==> src/rtl/yr_pkg.sv <==
package yr_pkg;
  localparam int DIG_W = 4;
  localparam logic [DIG_W-1:0] DIG_MAX = 4'd9;
  typedef logic [DIG_W-1:0] bcd_t;
endpackage

==> src/rtl/bcd_digit_step.sv <==
module bcd_digit_step
  import yr_pkg::*;
(
  input  bcd_t cur,
  input  logic inc,
  output bcd_t nxt,
  output logic co
);
  logic at_max;
  assign at_max = (cur == DIG_MAX);
  assign co     = inc & at_max;

  always_comb begin
    if (!inc)        nxt = cur;
    else if (at_max) nxt = '0;
    else             nxt = cur + bcd_t'(1);
  end
endmodule

==> src/rtl/bcd_leap_decode.sv <==
module bcd_leap_decode
  import yr_pkg::*;
(
  input  bcd_t tens,
  input  bcd_t units,
  output logic leap
);
  logic tens_odd;
  logic u_even_set;
  logic u_odd_set;

  assign tens_odd   = tens[0];
  assign u_even_set = (units == 4'd0) || (units == 4'd4) || (units == 4'd8);
  assign u_odd_set  = (units == 4'd2) || (units == 4'd6);
  assign leap       = tens_odd ? u_odd_set : u_even_set;
endmodule

==> src/rtl/bcd_year_counter.sv <==
module bcd_year_counter
  import yr_pkg::*;
#(
  parameter  int NDIG = 2,
  localparam int W    = NDIG * DIG_W
) (
  input  logic         clk,
  input  logic         rst_n,
  input  logic         run,
  input  logic         wr_en,
  input  logic [W-1:0] wr_data,
  input  logic         yr_carry,
  output logic [W-1:0] year,
  output logic         leap
);
  logic [W-1:0] year_q;
  logic [W-1:0] year_inc;
  logic [NDIG:0] chain;
  logic load;
  logic step;

  assign load = wr_en & ~run;
  assign step = yr_carry & run;

  assign chain[0] = 1'b1;
  for (genvar g = 0; g < NDIG; g++) begin : g_dig
    bcd_digit_step u_step (
      .cur (year_q[g*DIG_W +: DIG_W]),
      .inc (chain[g]),
      .nxt (year_inc[g*DIG_W +: DIG_W]),
      .co  (chain[g+1])
    );
  end

  // No reset by intent: the count survives every reset and low-power entry.
  always_ff @(posedge clk) begin
    if (load)      year_q <= wr_data;
    else if (step) year_q <= year_inc;
  end

  bcd_leap_decode u_leap (
    .tens  (year_q[2*DIG_W-1:DIG_W]),
    .units (year_q[DIG_W-1:0]),
    .leap  (leap)
  );

  assign year = year_q;
endmodule

==> config.mk <==
export PLATFORM = sky130hd
export DESIGN_NAME = bcd_year_counter
export DESIGN_NICKNAME = d
export VERILOG_FILES = /design/src/rtl/yr_pkg.sv /design/src/rtl/bcd_digit_step.sv /design/src/rtl/bcd_leap_decode.sv /design/src/rtl/bcd_year_counter.sv
export SDC_FILE = /design/constraint.sdc
export NUM_CORES = 1
export LEC_CHECK = 0
export BUFFER_PORTS_ARGS = -buffer_cell sky130_fd_sc_hd__buf_2
export CAP_MARGIN = 20
export CORE_ASPECT_RATIO = 0.9
export CORE_MARGIN = 2
export CORE_UTILIZATION = 42
export CTS_BUF_LIST = sky130_fd_sc_hd__clkbuf_16
export CTS_CLUSTER_SIZE = 16
export DETAILED_ROUTE_END_ITERATION = 10
export PLACE_DENSITY_LB_ADDON = 0.25
export SETUP_SLACK_MARGIN = 0.2
export SYNTH_ARGS = -nofsm -noshare
export SYNTH_HDL_FRONTEND = slang
export SYNTH_HIERARCHICAL = 1
export SYNTH_SLANG_ARGS = --single-unit
==> constraint.sdc <==
create_clock -name clk -period 1.8 [get_ports clk]
set_clock_uncertainty 0.1 [all_clocks]
set_input_delay 0.18 -clock clk [delete_from_list [all_inputs] [get_ports clk]]
set_output_delay 0.18 -clock clk [all_outputs]
set_load 0.01 [all_outputs]
==> results.json, run 1 <==
{
  "outcome": "completed",
  "postRouteAntennaNets": 0,
  "cts_tree": "done",
  "cts_sinks": 8,
  "io_buffers": 20,
  "yosys_warnings": 6,
  "io_pins": 22,
  "clkLatencyLatePin_ns": 0.23,
  "grt_max_degree": 10,
  "htreeDepth": 1,
  "post-route-drc-count": 0,
  "area_growth_syn_to_layout_pct": 44.1,
  "cts_made_buffers": 3,
  "firstDrtPassIters": 4,
  "crit_required_ns": 1.68,
  "die_x_um": 43.8,
  "path_class": "register to register",
  "fillers": 95,
  "avgSynthCellArea_um2": 12.2,
  "fin_setup_tns_ns": 0,
  "drv_slew": 0,
  "leakage_nw": 0.416,
  "diodes": 0,
  "setup_violations": 0,
  "wl_per_cell_um": 12.2,
  "start_util_pct": 47.0,
  "worstPathArrival_ns": 1.59,
  "final_hold_viol_count": 0,
  "regArea_um2": 240,
  "dpl.hpwl_um": 853,
  "timing.final.crit_share_pct": 95.1,
  "min_period_ns": 1.71,
  "grt_pass1_wl_mm": 1.84,
  "largest_register_ffs": 8,
  "cts_root_buffer": "clkbuf_16",
  "netlist_area_um2": 599,
  "wl_mm": 1.16,
  "syn_inst": 49,
  "cp_max_fo": 4,
  "maxCapViolations": 0,
  "viasPerCell": 4.80,
  "overflow": 0,
  "finalWeightedCongestion": 0.670,
  "clockBufferDepth": 2,
  "layout-drive-gt1-share_pct": 58.0,
  "grt_pass1_vias": 422,
  "grt_setup_unrepaired": "true",
  "drt_iter0_drc": 4,
  "hold_buffers": 0,
  "dieArea_um2": 1750,
  "grtUsageTotal_pct": 16.3,
  "core-area_um2": 1280,
  "nNetsFinal": 96,
  "crit_path_end_kind": "register",
  "die_h_um": 39.8,
  "clkTransAtPathRegs_ns": 0.04,
  "grt_antenna_before_repair": 0,
  "vias": 456,
  "peakVddDrop_uv": 869,
  "hold_path_class": "input pin to register",
  "start_kind": "register",
  "final_common_cell": "buf_2",
  "fin_cells": 95,
  "multiInputGateArea_um2": 370,
  "fmax_ghz": 0.584,
  "most-common-layout-cells": "buf_2 (20), mux2_4 (8), edfxtp_1 (8)",
  "dp.cells": 90,
  "p_per_area_nw_per_um2": 941,
  "rows": 12
}
repair_timing:
action,in CTS,in global routing
setup buffers,1,1
pin swaps,1,1
endpoints found under the setup margin,4,6
gates resized for setup,0,2
per-stage QoR:
stage | util, % | setup slack (ns) | cell area, um2 | power [W] | hold WS, ns
after detailed placement | 60.0 | 0.0915 | 766 | 0.000439 | 0.385
after global routing | 67.6 | 0.0154 | 863 | 0.000844 | 0.153
after global placement | 60.0 | 0.108 | 766 | 0.000435 | 0.380
final | 67.6 | 0.0877 | 863 | 0.000812 | 0.150
after CTS | 66.5 | 0.101 | 848 | 0.000810 | 0.149
after floorplan | - | 0.00587 | 622 | 0.000375 | 0.298
worst paths after layout:
path | start | endpoint | slack, ns | cells after the start
worst min register to register | year[7] | year[7] | 0.65 | 3
worst max register to register | year[2] | year[5] | 0.09 | 5
worst min-delay path | wr_data[6] | year[6] | 0.15 | 2
worst max-delay path | year[2] | year[5] | 0.09 | 5
metal layers:
| metal | global-route usage, % | share of wire, % |
|---|---|---|
| met5 | 0 | 0 |
| met1 | 19.6 | 48 |
| met4 | 13.6 | 1.5 |
| met2 | 24.3 | 41 |
| met3 | 4.61 | 9.2 |
area by class of cell:
cell class	instances	share of cell area, %
flip-flops and latches	8	27.8
repair buffers	27	18.6
clock buffers	3	8.70
well taps	14	2.03
multi-input cells	43	42.9
worst max-delay path, stage by stage (launching register included):
cell and delay, ns:
edfxtp_1 0.40, nor2b_2 0.14, nor3b_4 0.25, nand2_2 0.10, a21o_1 0.21, mux2_4 0.25
where the power goes:
part | total [W] | internal, W | switching [W]
clock | 0.000366 | 0.000286 | 0.0000799
sequential | 0.000254 | 0.000235 | 0.0000192
combinational | 0.000192 | 0.000111 | 0.0000814
Power figures use the tool's default switching activity.
==> run 2: changes to the inputs <==
Settings changed: CELL_PAD_IN_SITES_DETAIL_PLACEMENT from default to 0, CELL_PAD_IN_SITES_GLOBAL_PLACEMENT from default to 1, CORE_UTILIZATION 42 to 32, PLACE_DENSITY from default to 0.7, PLACE_DENSITY_LB_ADDON 0.25 to default.
==> run 2 against run 1 <==
  * Via count rose by 7.9%
  * Cell count rose by 13%
  * Final area rose by 4.6%
  * Power rose by 1.5%
==> results.json, run 2 (same netlist as run 1, synthesis figures left out) <==
{
  "fmax_ghz": 0.584,
  "min_period_ns": 1.71,
  "io_pins": 22,
  "area_growth_syn_to_layout_pct": 50.7,
  "diodes": 0,
  "layout-drive-gt1-share_pct": 61.4,
  "clkTransAtPathRegs_ns": 0.04,
  "post-route-drc-count": 0,
  "crit_path_end_kind": "register",
  "p_per_area_nw_per_um2": 912,
  "most-common-layout-cells": "buf_2 (20), mux2_4 (8), buf_4 (8), edfxtp_1 (8)",
  "cts_tree": "done",
  "cts_sinks": 8,
  "dpl_cell_area_um2": 771,
  "cts_made_buffers": 3,
  "grt_antenna_before_repair": 0,
  "switchingPower_w": 0.000190,
  "worstPathArrival_ns": 1.59,
  "grt_pass1_wl_mm": 1.83,
  "setup_violations": 0,
  "largest_register_ffs": 8,
  "wl_met3_um": 60,
  "final_hold_viol_count": 0,
  "switching_share_pct": 23.0,
  "power.total_w": 0.000824,
  "leakage_nw": 0.430,
  "grt_setup_unrepaired": "true",
  "htreeDepth": 1,
  "dieArea_um2": 2240,
  "drt_iter0_drc": 7,
  "core-area_um2": 1720,
  "die_h_um": 45.1,
  "rows": 14,
  "finalWeightedCongestion": 0.623,
  "seqPwrFrac_pct": 31.2,
  "viasPerCell": 4.60,
  "firstDrtPassIters": 4,
  "met1_length_um": 535,
  "grtUsageTotal_pct": 11.4,
  "dp.cells": 99,
  "timing.final.crit_share_pct": 95.2,
  "design_area_um2": 903,
  "grt_max_degree": 10,
  "clockBufferDepth": 2,
  "wl_met2_um": 609,
  "fin_cells": 107,
  "wl_per_cell_um": 11.4,
  "start_util_pct": 34.9,
  "peakVddDrop_uv": 527,
  "final_common_cell": "buf_2",
  "power_frac_comb_pct": 23.5,
  "clkPwrFrac_pct": 45.3,
  "hold_buffers": 0,
  "fin_setup_tns_ns": 0,
  "dpl.hpwl_um": 887,
  "postRouteAntennaNets": 0,
  "io_buffers": 20,
  "drv_slew": 0,
  "cp_max_fo": 4,
  "start_kind": "register",
  "overflow": 0,
  "grt_pass1_vias": 467,
  "fillers": 178,
  "crit_required_ns": 1.68,
  "maxCapViolations": 0,
  "internal-power_w": 0.000634,
  "wl_mm": 1.22,
  "nNetsFinal": 98,
  "die_x_um": 49.6,
  "path_class": "register to register",
  "top_layer_used": "met4",
  "hold_path_class": "input pin to register",
  "cts_root_buffer": "clkbuf_16",
  "vias": 492,
  "clkLatencyLatePin_ns": 0.23,
  "outcome": "completed"
}
run 2: power by group through the flow:
stage	registers, W	logic [W]	clock network [W]
floorplan	0.000273	0.000101	0
global placement	0.000256	0.000179	0
detailed placement	0.000257	0.000180	0
CTS	0.000255	0.000186	0.000380
global route	0.000260	0.000210	0.000387
finish	0.000257	0.000194	0.000373
run 2: per-layer routing:
| metal | GRT usage [%] | up-vias |
|---|---|---|
| met4 | 10.0 | 0 |
| li1 | - | 243 |
| met2 | 19.7 | 17 |
| met1 | 12.4 | 230 |
| met5 | 0 | - |
| met3 | 1.66 | 2 |
run 2: repair_timing:
item / in CTS / in global routing
endpoints found under the setup margin: 5 / 6
buffers inserted: 2 / 3
pin swaps: 2 / 0
gates resized for setup: 0 / 4
run 2: critical path, cell delays in order, from the launching register on:
cell and delay [ns]:
edfxtp_1 0.42, nor2b_4 0.14, nor3b_4 0.25, nand2_2 0.10
o21ai_2 0.12, nand2_1 0.07, mux2_4 0.26
run 2: layout make-up:
cell class / instances / area [um2] / area share (%)
Multi-Input combinational cell: 43 / 387 / 42.8
Sequential cell: 8 / 240 / 26.6
Timing Repair Buffer: 29 / 171 / 19.0
Clock buffer: 3 / 75.1 / 8.31
Tap cell: 24 / 30.0 / 3.32
run 2: metrics by stage:
step | worst slack, ns | util [%] | hold slack, ns
after floorplan | 0.00587 | - | 0.298
after global placement | 0.0412 | 44.9 | 0.381
after detailed placement | 0.00508 | 44.9 | 0.384
after CTS | 0.0754 | 50.1 | 0.144
after global routing | 0.00815 | 52.6 | 0.152
final | 0.0873 | 52.6 | 0.146
run 2: worst paths after layout:
path	from	to	slack [ns]	cells past startpoint
hold / removal	wr_data[2]	year[2]	0.15	2
setup / recovery	year[2]	year[7]	0.09	6
hold reg to reg	year[7]	year[7]	0.66	3
setup reg to reg	year[2]	year[7]	0.09	6
